==> config.mk <==
export PLATFORM = sky130hd
export DESIGN_NAME = fault_retry_ctrl
export DESIGN_NICKNAME = d
export VERILOG_FILES = /design/src/rtl/frc_pkg.sv /design/src/rtl/frc_tick.sv /design/src/rtl/frc_chan.sv /design/src/rtl/frc_ovmon.sv /design/src/rtl/fault_retry_ctrl.sv
export SDC_FILE = /design/constraint.sdc
export NUM_CORES = 1
export LEC_CHECK = 0
export CORE_MARGIN = 2
export CORE_UTILIZATION = 55
export CTS_CLUSTER_DIAMETER = 100
export CTS_CLUSTER_SIZE = 10
export DETAILED_ROUTE_END_ITERATION = 6
export GPL_ROUTABILITY_DRIVEN = 0
export PLACE_DENSITY = 0.81
export SYNTH_ARGS = -nofsm -noshare
export SYNTH_HDL_FRONTEND = slang
export SYNTH_SLANG_ARGS = --single-unit
export TNS_END_PERCENT = 10
==> constraint.sdc <==
create_clock -name clk -period 1.9 [get_ports clk]
set_input_delay 0.38 -clock clk [delete_from_list [all_inputs] [get_ports clk]]
set_output_delay 0.38 -clock clk [all_outputs]
set_load 0.05 [all_outputs]
==> src/rtl/frc_pkg.sv <==
package frc_pkg;

  typedef struct packed {
    logic ol_hit;     // open-load qualified this cycle
    logic sc_hit;     // drain-high qualified this cycle
    logic cool_lock;  // cooling edge that must latch off
  } chan_evt_t;

  function automatic int unsigned bits_for(input int unsigned v);
    return (v < 2) ? 1 : $clog2(v + 1);
  endfunction

  // saturating step used by every tick-based window
  function automatic int unsigned sat_step(input int unsigned cnt,
                                           input int unsigned lim,
                                           input logic adv);
    if (adv && cnt < lim) return cnt + 1;
    return cnt;
  endfunction

endpackage

==> src/rtl/frc_tick.sv <==
module frc_tick #(
  parameter int unsigned TICK_CYCLES = 4
) (
  input  logic clk,
  input  logic rst_n,
  output logic tick
);
  localparam int unsigned TW = frc_pkg::bits_for(TICK_CYCLES - 1);
  localparam logic [TW-1:0] LAST = TW'(TICK_CYCLES - 1);

  logic [TW-1:0] div_q;

  always_ff @(posedge clk or negedge rst_n) begin
    if (!rst_n)            div_q <= '0;
    else if (div_q == LAST) div_q <= '0;
    else                   div_q <= div_q + 1'b1;
  end

  assign tick = (div_q == LAST);
endmodule

==> src/rtl/frc_chan.sv <==
module frc_chan
  import frc_pkg::*;
#(
  parameter int unsigned FILT_TICKS = 300
) (
  input  logic      clk,
  input  logic      rst_n,
  input  logic      tick,
  input  logic      cs_rise,
  input  logic      cmd_on,
  input  logic      ol_en,
  input  logic      thermal_only,
  input  logic      retry_thermal,
  input  logic      ol_cmp,
  input  logic      vds_high,
  input  logic      overtemp,
  input  logic      ov_block,
  input  logic      ov_lock_req,
  output logic      shut,
  output logic      fault,
  output chan_evt_t evt
);
  localparam int unsigned CW = bits_for(FILT_TICKS);
  localparam logic [CW-1:0] LIM = CW'(FILT_TICKS);

  logic [CW-1:0] win_q;
  logic lat_off_q, hot_q, fault_q;
  logic ol_cond, sc_cond, cond, at_lim;

  assign shut    = lat_off_q | hot_q | ov_block;
  // open-load and drain-high are mutually exclusive in command state,
  // so one window counter serves both
  assign ol_cond = ~cmd_on & ol_en & ol_cmp;
  assign sc_cond = cmd_on & ~thermal_only & vds_high & ~shut;
  assign cond    = ol_cond | sc_cond;
  assign at_lim  = (win_q == LIM);

  assign evt.ol_hit    = ol_cond & at_lim & ~cs_rise;
  assign evt.sc_hit    = sc_cond & at_lim & ~cs_rise;
  assign evt.cool_lock = hot_q & ~overtemp & ~retry_thermal;

  always_ff @(posedge clk or negedge rst_n) begin
    if (!rst_n)               win_q <= '0;
    else if (cs_rise | ~cond) win_q <= '0;
    else win_q <= CW'(sat_step(int'(win_q), FILT_TICKS, tick));
  end

  always_ff @(posedge clk or negedge rst_n) begin
    if (!rst_n) begin
      hot_q     <= 1'b0;
      lat_off_q <= 1'b0;
      fault_q   <= 1'b0;
    end else begin
      hot_q     <= overtemp;
      lat_off_q <= cmd_on & (lat_off_q | evt.sc_hit | evt.cool_lock | ov_lock_req);
      fault_q   <= (fault_q & ~cs_rise) | evt.ol_hit | evt.sc_hit | hot_q;
    end
  end

  assign fault = fault_q;


  ot_shut_chk: assert property (@(posedge clk) disable iff (!rst_n)
    overtemp |=> shut);

  sc_shut_chk: assert property (@(posedge clk) disable iff (!rst_n)
    evt.sc_hit |=> (shut && fault_q));

  lat_rel_chk: assert property (@(posedge clk) disable iff (!rst_n)
    !cmd_on |=> !lat_off_q);

  flag_hold_chk: assert property (@(posedge clk) disable iff (!rst_n)
    (fault_q && !cs_rise) |=> fault_q);
endmodule

==> src/rtl/frc_ovmon.sv <==
module frc_ovmon
  import frc_pkg::*;
#(
  parameter int unsigned OV_TICKS = 50
) (
  input  logic clk,
  input  logic rst_n,
  input  logic tick,
  input  logic cs_rise,
  input  logic overvolt,
  input  logic resume_ov,
  output logic ov_active,
  output logic ov_flag,
  output logic ov_lock_req
);
  localparam int unsigned CW = bits_for(OV_TICKS);
  localparam logic [CW-1:0] LIM = CW'(OV_TICKS);

  logic [CW-1:0] qual_q;
  logic active_q, flag_q, ov_drop;

  always_ff @(posedge clk or negedge rst_n) begin
    if (!rst_n)         qual_q <= '0;
    else if (!overvolt) qual_q <= '0;
    else qual_q <= CW'(sat_step(int'(qual_q), OV_TICKS, tick));
  end

  always_ff @(posedge clk or negedge rst_n) begin
    if (!rst_n) begin
      active_q <= 1'b0;
      flag_q   <= 1'b0;
    end else begin
      active_q <= overvolt & (active_q | (qual_q == LIM));
      flag_q   <= (flag_q & ~cs_rise) | active_q;
    end
  end

  assign ov_drop     = active_q & ~overvolt;
  assign ov_lock_req = ov_drop & ~resume_ov;
  assign ov_active   = active_q;
  assign ov_flag     = flag_q;


  ov_flag_chk: assert property (@(posedge clk) disable iff (!rst_n)
    active_q |=> flag_q);

  ov_need_src_chk: assert property (@(posedge clk) disable iff (!rst_n)
    !overvolt |=> !active_q);
endmodule

==> src/rtl/fault_retry_ctrl.sv <==
module fault_retry_ctrl
  import frc_pkg::*;
#(
  parameter int unsigned N_OUT       = 16,
  parameter int unsigned TICK_CYCLES = 4,
  parameter int unsigned FILT_TICKS  = 300,
  parameter int unsigned OV_TICKS    = 50
) (
  input  logic             clk,
  input  logic             rst_n,
  input  logic             cs_rise_i,
  input  logic             cs_fall_i,
  input  logic [N_OUT-1:0] cmd_on_i,
  input  logic [N_OUT-1:0] ol_en_i,
  input  logic [N_OUT-1:0] thermal_only_i,
  input  logic             retry_thermal_i,
  input  logic             resume_ov_i,
  input  logic [N_OUT-1:0] openload_cmp_i,
  input  logic [N_OUT-1:0] vds_high_i,
  input  logic [N_OUT-1:0] overtemp_i,
  input  logic             overvolt_i,
  output logic [N_OUT-1:0] gate_en_o,
  output logic [N_OUT-1:0] shut_mask_o,
  output logic [N_OUT-1:0] fault_o,
  output logic             any_fault_o,
  output logic             ov_fault_o,
  output logic [N_OUT-1:0] snap_fault_o,
  output logic             snap_any_o,
  output logic             snap_ov_o
);
  logic tick, ov_active, ov_flag, ov_lock_req;
  logic [N_OUT-1:0] shut_w, fault_w;
  chan_evt_t [N_OUT-1:0] evt_w;

  frc_tick #(.TICK_CYCLES(TICK_CYCLES)) tick_i (
    .clk(clk), .rst_n(rst_n), .tick(tick));

  frc_ovmon #(.OV_TICKS(OV_TICKS)) ovmon_i (
    .clk(clk), .rst_n(rst_n), .tick(tick), .cs_rise(cs_rise_i),
    .overvolt(overvolt_i), .resume_ov(resume_ov_i),
    .ov_active(ov_active), .ov_flag(ov_flag), .ov_lock_req(ov_lock_req));

  for (genvar g = 0; g < N_OUT; g++) begin : g_chan
    frc_chan #(.FILT_TICKS(FILT_TICKS)) chan_i (
      .clk(clk), .rst_n(rst_n), .tick(tick), .cs_rise(cs_rise_i),
      .cmd_on(cmd_on_i[g]), .ol_en(ol_en_i[g]),
      .thermal_only(thermal_only_i[g]), .retry_thermal(retry_thermal_i),
      .ol_cmp(openload_cmp_i[g]), .vds_high(vds_high_i[g]),
      .overtemp(overtemp_i[g]), .ov_block(ov_active),
      .ov_lock_req(ov_lock_req),
      .shut(shut_w[g]), .fault(fault_w[g]), .evt(evt_w[g]));
  end

  logic live_any;
  assign live_any = (|fault_w) | ov_flag;

  // snapshot for the serial status word, frozen across a frame
  logic             frame_q;
  logic [N_OUT-1:0] snap_fault_q;
  logic             snap_any_q, snap_ov_q;

  always_ff @(posedge clk or negedge rst_n) begin
    if (!rst_n) begin
      frame_q      <= 1'b0;
      snap_fault_q <= '0;
      snap_any_q   <= 1'b0;
      snap_ov_q    <= 1'b0;
    end else begin
      if (cs_rise_i)      frame_q <= 1'b0;
      else if (cs_fall_i) frame_q <= 1'b1;
      if (!(frame_q | cs_fall_i)) begin
        snap_fault_q <= fault_w;
        snap_any_q   <= live_any;
        snap_ov_q    <= ov_flag;
      end
    end
  end

  assign shut_mask_o  = shut_w;
  assign gate_en_o    = cmd_on_i & ~shut_w;
  assign fault_o      = fault_w;
  assign any_fault_o  = live_any;
  assign ov_fault_o   = ov_flag;
  assign snap_fault_o = snap_fault_q;
  assign snap_any_o   = snap_any_q;
  assign snap_ov_o    = snap_ov_q;


  ov_all_chk: assert property (@(posedge clk) disable iff (!rst_n)
    ov_active |-> (&shut_mask_o));

  snap_hold_chk: assert property (@(posedge clk) disable iff (!rst_n)
    (frame_q && !cs_rise_i) |=> $stable(snap_fault_q));
endmodule

# == Yosys cells after proc, flatten, opt, wreduce, memory -nomap -nowiden ==
# Index checks and enable logic that the tools add are counted.
# word_totals
output_inout_bits,68
word_cells,711
inputBits,103
reg_bits,221
# classes
mux,88
n_lt_le_gt_ge,17
eq_ne,19
reduce_logical,35
bitwise_logic,462
n_addsub,18
# ops
cell,n
$mux 9,48
$and 1x1->1,212
$or 1x1->1,164
$add 9x1->9 const B,16
$eq 9x9->1 const B,16
$lt 9x9->1 const B,16
$not 1->1,84
$mux 1,36
$reduce_bool 2->1,17
$mux 6,3
$logic_and 1x1->1,17
$and 16x16->16,1
$not 16->16,1
$reduce_or 16->1,1
$add 6x1->6 const B,1
$eq 6x6->1 const B,1
$lt 6x6->1 const B,1
$add 2x1->2 const B,1
$eq 2x2->1 const B,1
$mux 2,1
$ne 2x1->1 const B,1

# == Depth between registers and ports, before layout ==
# Gate-level depths: netlist of run 1.
# logic_depth
depth_word,10
mapped_depth,8
mapped_depth_nobuf,6

# == Modules after synthesis ==
# A second synthesis of run 1 with hierarchy kept.
# hier_totals
cells_unflattened,1200
area_unflattened_um2,12413.2
# modules_own_cells
mod,cells_each,area_each_um2,seq_area_each_um2,instances
frc_chan,68,691.9,300.3,16
fault_retry_ctrl,65,843.3,475.5,1
frc_ovmon,43,432.9,200.2,1
frc_tick,4,66.3,50.0,1

# == Worst setup path before layout of run 1 ==
# Ideal clock, no wire load.
# synth_path
path_type,register to register
startpoint,"reg ovmon_i.flag_q, in the netlist ovmon_i.ov_flag"
endpoint,"reg snap_any_q, in the netlist snap_any_o"
t_required_ps,1775
t_arrival_ps,1917
path_slack_ps,-141
path_stages_with_launch,5
n_path_buf,0
period_less_slack_ps,2041
setup_time_ps,125
cell_sequence,dfrtp_1 -> nor4_1 -> nand4_1 -> or4_1 -> mux2_2
# synth_via
elab_chain_cells,1
# synth_rtl
element,line,text
"start, declared",frc_ovmon.sv:20,"logic active_q, flag_q, ov_drop;"
"start signal, assigned",frc_ovmon.sv:34,flag_q <= (flag_q & ~cs_rise) | active_q;
$or 1x1->1,fault_retry_ctrl.sv:55,assign live_any = (|fault_w) | ov_flag;
named net any_fault_o,fault_retry_ctrl.sv:25,"output logic any_fault_o,"
"end signal, assigned",fault_retry_ctrl.sv:73,snap_any_q <= live_any;
"end, declared",fault_retry_ctrl.sv:60,"logic snap_any_q, snap_ov_q;"
# The timed path passes the listed nets, and every way through them passes these cells.
# A chain may end at the register's enable or synchronous reset.

# == Final worst setup path of run 1 ==
# layout_path
startpoint,reg g_chan[2].chan_i.fault_q
endpoint,out any_fault_o
# layout_via
elab_chain_cells,2
# layout_rtl
element,line,text
"start, declared",frc_chan.sv:27,"logic lat_off_q, hot_q, fault_q;"
"start signal, assigned",frc_chan.sv:56,fault_q <= (fault_q & ~cs_rise) | evt.ol_hit | evt.sc_hit | hot_q;
$reduce_or 16->1,fault_retry_ctrl.sv:55,
$or 1x1->1,fault_retry_ctrl.sv:55,
"end, declared",fault_retry_ctrl.sv:25,
# No other way between the ends.

==> results.md, run 1 <==
* Cell area after synthesis at 0.01182 mm2
* Lkg Pwr at between 6 and 7 nW
* Post-synth top area share at between 40% and 50%
* DIE AREA at between 0.02 and 0.025 mm2
* Ports at about 170
* Sink Count at 221
* Met2 WL at 14,770 um
* Clk buf depth at 3
* Flops & latches, synth at 221
* Crit start category: register
* Clk Tree Root Cell: clkbuf_16
* Initial antenna violation count at 0
* Max-Cap Viols at 0
* Clk_lat worst skew at 0.52 ns
* WP data required at approximately 1.5 ns
* Failing checks: negative setup slack
* First-pass GRT wire length at around 49,000 um
* Clk slew on worst S/H paths at about 0.050 ns
* Final hold vios at 0
* Wl on met1 at roughly 13,000 um
* Post-synth EDFFs at 0
* Rows at 53
* Post-synth net total at approximately 1,400
* Seq/Total Area, Yosys at a little under half
* Top_reg_cell synth: dfrtp_1
* Uppermost layer routed: met4
* Layout area overhead at 31.38%
* Worst Max-Slew Pin Slew at 0.6982 ns
* Peak supply drop at 0.0006979 V
* Post-synth cell types at between 60 and 70
* Core area at around 0.021 mm2
* Fillers at around 1,500
* H-tree depth at 1
* Critical path's slowest cell: or4_4
* Rel. slew slack at around 53%
* Total GRT Usage at a little over a quarter
* Residual DRC at 0
* Vias in the first global route at between 10,000 and 15,000
* Worst Hold Class: in2reg
* Vias after detailed routing at approximately 10,000
* Top cells by count, synth: dfrtp_1 (221), nor2_1 (125), a21oi_1 (87), nand2_1 (68)
* Share of cells above drive strength 1 at between 10% and 20%
* Most common cell in the netlist: dfrtp_1
* Via density at 6.025
* First DRT Iteration DRCs at slightly above 800
* Setup TNS at -6.056 ns
* Max Clock Skew at 0.01649 ns
* Crit share post-route at 128.1%
* Die X-Extent at between 150 and 200 um
* Final #Nets at 1,588
* Setup CP Type: reg2out
* Port bufs at 170
* Max Fanout on Critical Path at 2
* R2R cell count at 5
* Final WL at 30,060 um
* DRT Pass-1 Iters at 5
* DR WL/cell at approximately 17 um
* Antenna fix cells at 0
* Starting Density at approximately 56%
* FMAX at 410.8 MHz
* Largest net degree at the start of global routing at 53
* Cell count after synthesis at between 1,000 and 1,500
* Fin. max-slew vios at 0
* Max incr delay on CP at 0.47 ns
* Post-DRT Antenna Nets at 0
* Min Tclk post-route at approximately 2.4 ns
* DP HPWL at roughly 22,000 um
* Total CTS buffers at 26
* Gr ovfl total at 0
* Crit path DAT at slightly above 2 ns
* Worst slack at placement at -0.2156 ns
* RSZ-0062 raised after global routing: yes
* Final worst slack at -0.5344 ns
* CTS tree: built
* Post-synth top area cell: dfrtp_1
* Status: complete, but fails checks
* Critical path endpoint category: output pin
* Hold depth at 1
* Main area contributors after synthesis: dfrtp_1 (47%), nor2_1 (4.0%), ha_1 (3.7%)
* Average size of a mapped cell at between 9 and 10 um2
* Power Dens Cells at approximately 700 mW/mm2
* Worst-path cell chain: nor4_2 > nand4_1 > or4_4 > buf_6
* Final setup viols at 31
* Warnings, synthesis at 0
* Fraction of registers with async set/reset at 100.0%
* Met3 WL post-DR at 1908 um
* Die H at 150.6 um
final timing paths:
path	from	to	slack, ns
max	g_chan[2].chan_i.fault	any_fault_o	-0.53
min	overtemp_i[3]	g_chan[3].chan_i.hot_q	0.33
max reg2reg	tick_i.div_q[0]	g_chan[15].chan_i.win_q[7]	0.12
min reg2reg	tick_i.div_q[0]	tick_i.div_q[0]	0.49
max in group asynchronous	rst_n	g_chan[14].chan_i.win_q[2]	0.88
min in group asynchronous	rst_n	g_chan[15].chan_i.win_q[1]	0.36
placed cells by master (no fill, tap or decap), drive strengths merged, types with 19 or more instances in the layout:
| master | netlist | final |
|---|---|---|
| o2111ai | 25 | 25 |
| nand4 | 34 | 34 |
| clkdlybuf4s50 | 0 | 101 |
| xnor2 | 32 | 32 |
| buf | 50 | 150 |
| clkbuf | 4 | 28 |
| nand3 | 32 | 32 |
| inv | 64 | 65 |
| ha | 35 | 35 |
| o31ai | 27 | 27 |
| and2 | 21 | 21 |
| or3 | 50 | 50 |
| nand3b | 22 | 22 |
| xor2 | 33 | 33 |
| a21oi | 87 | 87 |
| o21ai | 81 | 81 |
| dfrtp | 221 | 221 |
| nor2 | 125 | 125 |
| nand2 | 69 | 69 |
| nor3 | 19 | 19 |
what timing repair did:
item / in CTS / in global routing
hold buffers: 1 / 0
pin swaps: 18 / 0
cloned: 0 / 0
endpoints found under the hold margin: 44 / 0
buffers inserted: 0 / 2
setup endpoints to repair: 39 / 37
gates resized for setup: 70 / 9
stage by stage:
stage | power (W) | util, % | cells | area [um2] | hold slack [ns]
after detailed placement | 0.006618 | 68.93 | 1694 | 14540 | 0.3211
after global placement | 0.006593 | 68.93 | 1694 | 14540 | 0.3195
after floorplan | 0.005753 | - | 1218 | 11820 | 0.08441
after global routing | 0.01123 | 73.63 | 1726 | 15530 | 0.3374
after CTS | 0.01095 | 73.34 | 1724 | 15460 | 0.3175
final | 0.01088 | 73.63 | 1726 | 15530 | 0.3312
registers in the layout, indices dropped and copies added, names as in the netlist:
signal                   count
frame_q                      1
g_chan.chan_i.fault         16
g_chan.chan_i.hot_q         16
g_chan.chan_i.lat_off_q     16
g_chan.chan_i.win_q        144
ovmon_i.ov_active            1
ovmon_i.ov_flag              1
ovmon_i.qual_q               6
snap_any_o                   1
snap_fault_o                16
snap_ov_o                    1
tick_i.div_q                 2
logic make-up after synthesis:
family	Yosys count	share of synthesized area, %
DFF	221	46.79
buffers and inverters	118	5.060
adders and majority gates	35	3.705
muxes	35	3.155
AOI/OAI and AO/OA	282	15.06
xor gates and xnor gates	65	4.817
and+or+nand+nor	462	21.41
layout make-up:
type                       instances  area [um2]  area share (%)
multi-input combinational        879        5936           38.23
sequential                       221        5530           35.62
timing repair buffer             258        2789           17.96
clock buffer                      28       679.4           4.376
tap                              275       344.1           2.216
inverter                          64       240.2           1.547
clock inverter                     1       8.758         0.05641
report_power, final:
group	switching, W	internal [W]	total, W
sequential	0.0000885	0.00483	0.00492
clock	0.00179	0.00249	0.00428
combinational	0.000941	0.000745	0.00169
metal layers:
metal / vias up / global-route usage [%]
li1: 4891 / -
met1: 5074 / 35.06
met2: 367 / 45.52
met3: 67 / 4.606
met4: 0 / 7.103
met5: - / 0
worst max-delay path, delay by kind of cell (launching register included):
kind | cells | cell delay [ns]
AND/OR/NAND/NOR | 3 | 0.93
buffers and inverters | 1 | 0.17
flip-flops | 1 | 0.43
No activity file was read; power rests on OpenSTA's default activity.
==> inputs of run 2 (changes only) <==
--- a/config.mk
+++ b/config.mk
@@ -5,7 +5,7 @@
 export SDC_FILE = /design/constraint.sdc
 export NUM_CORES = 1
 export LEC_CHECK = 0
-export CORE_MARGIN = 2
+export CORE_MARGIN = 8
 export CORE_UTILIZATION = 55
 export CTS_CLUSTER_DIAMETER = 100
 export CTS_CLUSTER_SIZE = 10
==> run 2 against run 1 <==
The run still ends with negative setup slack left. Fmax is 0.35% lower. Non-clock buffer count shrank 17. Utilization shrank 0.68 points. Die area rose by 17%. Count of clock-buffer cells in the layout stayed put. Clock power is essentially flat. Sequential power hardly changed. Critical path depth stayed put.
==> results.md, run 2 (same netlist as run 1, synthesis figures left out) <==
* Status: complete, but fails checks (unchanged)
* Failing checks: negative setup slack (unchanged)
* Sequential cell fraction of total power at 45.2% (about the same)
* Setup TNS at -5.322 ns (was -6.056 ns)
* Vias in the first global route at 10,450 (was 10,130)
* Clk Tree Root Cell: clkbuf_16 (unchanged)
* Setup CP Type: reg2out (unchanged)
* RSZ-0062 raised after global routing: yes (unchanged)
* Via density at 6.001 (was 6.025)
* Clk_lat worst skew at 0.52 ns (about the same)
* Starting Density at 56.05% (unchanged)
* Total GRT Usage at 23.69% (was 26.57%)
* R2R Path Start: g_chan[10].chan_i.win_q[0] (was tick_i.div_q[0])
* Final hold vios at 0 (unchanged)
* FMAX at 409.3 MHz (was 410.8 MHz)
* Sink Count at 221 (unchanged)
* Placed Cells at 1,677 (was 1,694)
* Max-Cap Viols at 0 (unchanged)
* WHS Endpoint: g_chan[5].chan_i.hot_q (was g_chan[3].chan_i.hot_q)
* First DRT Iteration DRCs at 818 (was 819)
* RR Endpoint: g_chan[10].chan_i.fault (was g_chan[15].chan_i.win_q[7])
* Rows at 53 (unchanged)
* Clk buf depth at 3 (unchanged)
* Final Non-Filler Cells at 1,709 (was 1,726)
* R2R cell count at 5 (unchanged)
* Switching power at 0.002831 W (was 0.002818 W)
* CTS tree: built (unchanged)
* Met3 WL post-DR at 1927 um (was 1908 um)
* Largest Register: g_chan.chan_i.win_q (unchanged)
* Vias after detailed routing at 10,260 (was 10,400)
* Final WL at 31,320 um (was 30,060 um)
* Fin. max-slew vios at 0 (unchanged)
* First-pass GRT wire length at 52,060 um (was 49,160 um)
* Rel. slew slack at 56.96% (was 53.46%)
* H-tree depth at 1 (unchanged)
* HP Start: overtemp_i[5] (was overtemp_i[3])
* Commonest non-fill, non-tap cell in the layout: dfrtp_1 (unchanged)
* Max Fanout on Critical Path at 2 (unchanged)
* Crit path DAT at 2.06 ns (was 2.05 ns)
* Cell internal pwr at 0.008040 W (was 0.008061 W)
* Switching share of power at 26.04% (was 25.90%)
* Share of cells above drive strength 1 at 17.22% (was 17.71%)
* Ports at 171 (unchanged)
* Power Dens Cells at 706.6 mW/mm2 (was 700.6 mW/mm2)
* Hold depth at 1 (unchanged)
* DR WL/cell at 18.33 um (was 17.41 um)
* Max Clock Skew at 0.01121 ns (was 0.01649 ns)
* Antenna fix cells at 0 (unchanged)
* Peak supply drop at 0.0007958 V (was 0.0006979 V)
* Critical path's slowest cell: or4_4 (unchanged)
* Gr ovfl total at 0 (unchanged)
* Max incr delay on CP at 0.46 ns (was 0.47 ns)
* Final worst slack at -0.5430 ns (was -0.5344 ns)
* Crit share post-route at 128.6% (was 128.1%)
* Die H at 162.6 um (was 150.6 um)
* Worst slack at placement at -0.09736 ns (was -0.2156 ns)
* Uppermost layer routed: met4 (unchanged)
* Critical path endpoint category: output pin (unchanged)
* Crit start category: register (unchanged)
* Worst-path cell chain: nor4_2 > nand4_1 > or4_4 > buf_6 (unchanged)
* Core area at 0.02109 mm2 (unchanged)
* Number of flip-flops in the largest register at 144 (unchanged)
* Port bufs at 170 (unchanged)
* Clock power share at 39.5% (was 39.3%)
* Total CTS buffers at 26 (unchanged)
* Fillers at 1,455 (was 1,476)
* Met2 WL at 15,560 um (was 14,770 um)
* Min Tclk post-route at 2.443 ns (was 2.434 ns)
* DIE AREA at 0.02644 mm2 (was 0.02268 mm2)
* Final #Nets at 1,571 (was 1,588)
* DRT Pass-1 Iters at 5 (unchanged)
* R2r setup slk at 0.01 ns (was 0.12 ns)
* Worst Max-Slew Pin Slew at 0.6442 ns (was 0.6982 ns)
* DP HPWL at 22,330 um (was 21,500 um)
* WP data required at 1.52 ns (about the same)
* Largest net degree at the start of global routing at 54 (was 53)
* Lkg Pwr at 6.141 nW (was 6.226 nW)
* Total power at 0.01087 W (was 0.01088 W)
* Worst Hold Class: in2reg (unchanged)
* Wl on met1 at 12,920 um (was 12,620 um)
* Initial antenna violation count at 0 (unchanged)
* Die X-Extent at 162.6 um (was 150.6 um)
* Residual DRC at 0 (unchanged)
* Logic pwr share at 15.3% (was 15.5%)
* Most frequent cells in the layout: dfrtp_1 (220), nor2_1 (114), clkdlybuf4s50_1 (100) (was dfrtp_1 (221), nor2_1 (114), clkdlybuf4s50_1 (101))
* Post-DRT Antenna Nets at 0 (unchanged)
* Final setup viols at 31 (unchanged)
* Final core occ at 72.96% (was 73.63%)
* Layout area overhead at 30.17% (was 31.38%)
* Clk slew on worst S/H paths at 0.06 ns (was 0.05 ns)
[run 2: changes by cell type in the layout (fill, tap and decap cells not counted), sizes merged]
cell	delta
buf	-13
clkdlybuf4s50	-1
dlygate4sd2	-3
[run 2: layout make-up]
type                    count  area [um2]  area share (%)
clock inverters             1       8.758         0.05693
multi-input cells         879        5953           38.70
repair buffers            241        2628           17.08
well taps                 275       344.1           2.236
flip-flops and latches    221        5532           35.95
clock buffers              28       679.4           4.416
inverters                  64       240.2           1.561
[run 2: worst max path at each step]
stage	from	end	slack (ns)	cells past startpoint
4_1_cts	ovmon_i.ov_flag	any_fault_o	-0.56	4
6_report	g_chan[0].chan_i.fault	any_fault_o	-0.54	4
3_5_place_dp	g_chan[14].chan_i.fault	any_fault_o	-0.1	4
3_3_place_gp	g_chan[14].chan_i.fault	any_fault_o	-0.06	4
5_1_grt	ovmon_i.ov_flag	any_fault_o	-0.64	4
2_1_floorplan	ovmon_i.ov_active	gate_en_o[8]	-0.14	4
[run 2: timing repair]
action / in CTS / in global routing
setup buffers: 1 / 1
gates cloned: 0 / 0
endpoints found under the setup margin: 36 / 41
gates resized for setup: 57 / 16
pin swaps: 16 / 2
hold buffers: 1 / 0
hold endpoints to repair: 26 / 0
[run 2: stage by stage]
stage,instance area (um2),hold WS (ns)
2_1_floorplan,11820,0.08441
3_3_place_gp,14400,0.2684
3_5_place_dp,14400,0.2718
4_1_cts,15320,0.3088
5_1_grt,15380,0.3122
6_report,15380,0.3174
[run 2: power groups by stage]
stage | combinational [W] | sequential [W] | clock, W
finish | 0.00166 | 0.00491 | 0.00429
global route | 0.00176 | 0.00493 | 0.00458
CTS | 0.00167 | 0.00491 | 0.00438
detailed placement | 0.00162 | 0.00498 | 0
global placement | 0.00160 | 0.00497 | 0
floorplan | 0.000588 | 0.00516 | 0
[run 2: critical path, delay by kind of cell, from the launching register on]
family / cells / cell delay, ns
buf+inv: 1 / 0.17
simple gates: 3 / 0.95
flops: 1 / 0.41
[run 2: per-layer routing]
metal,GRT usage (%),vias up
met2,40.68,345
met3,4.778,75
met4,7.882,0
li1,-,4842
met1,29.40,4994
met5,0,-
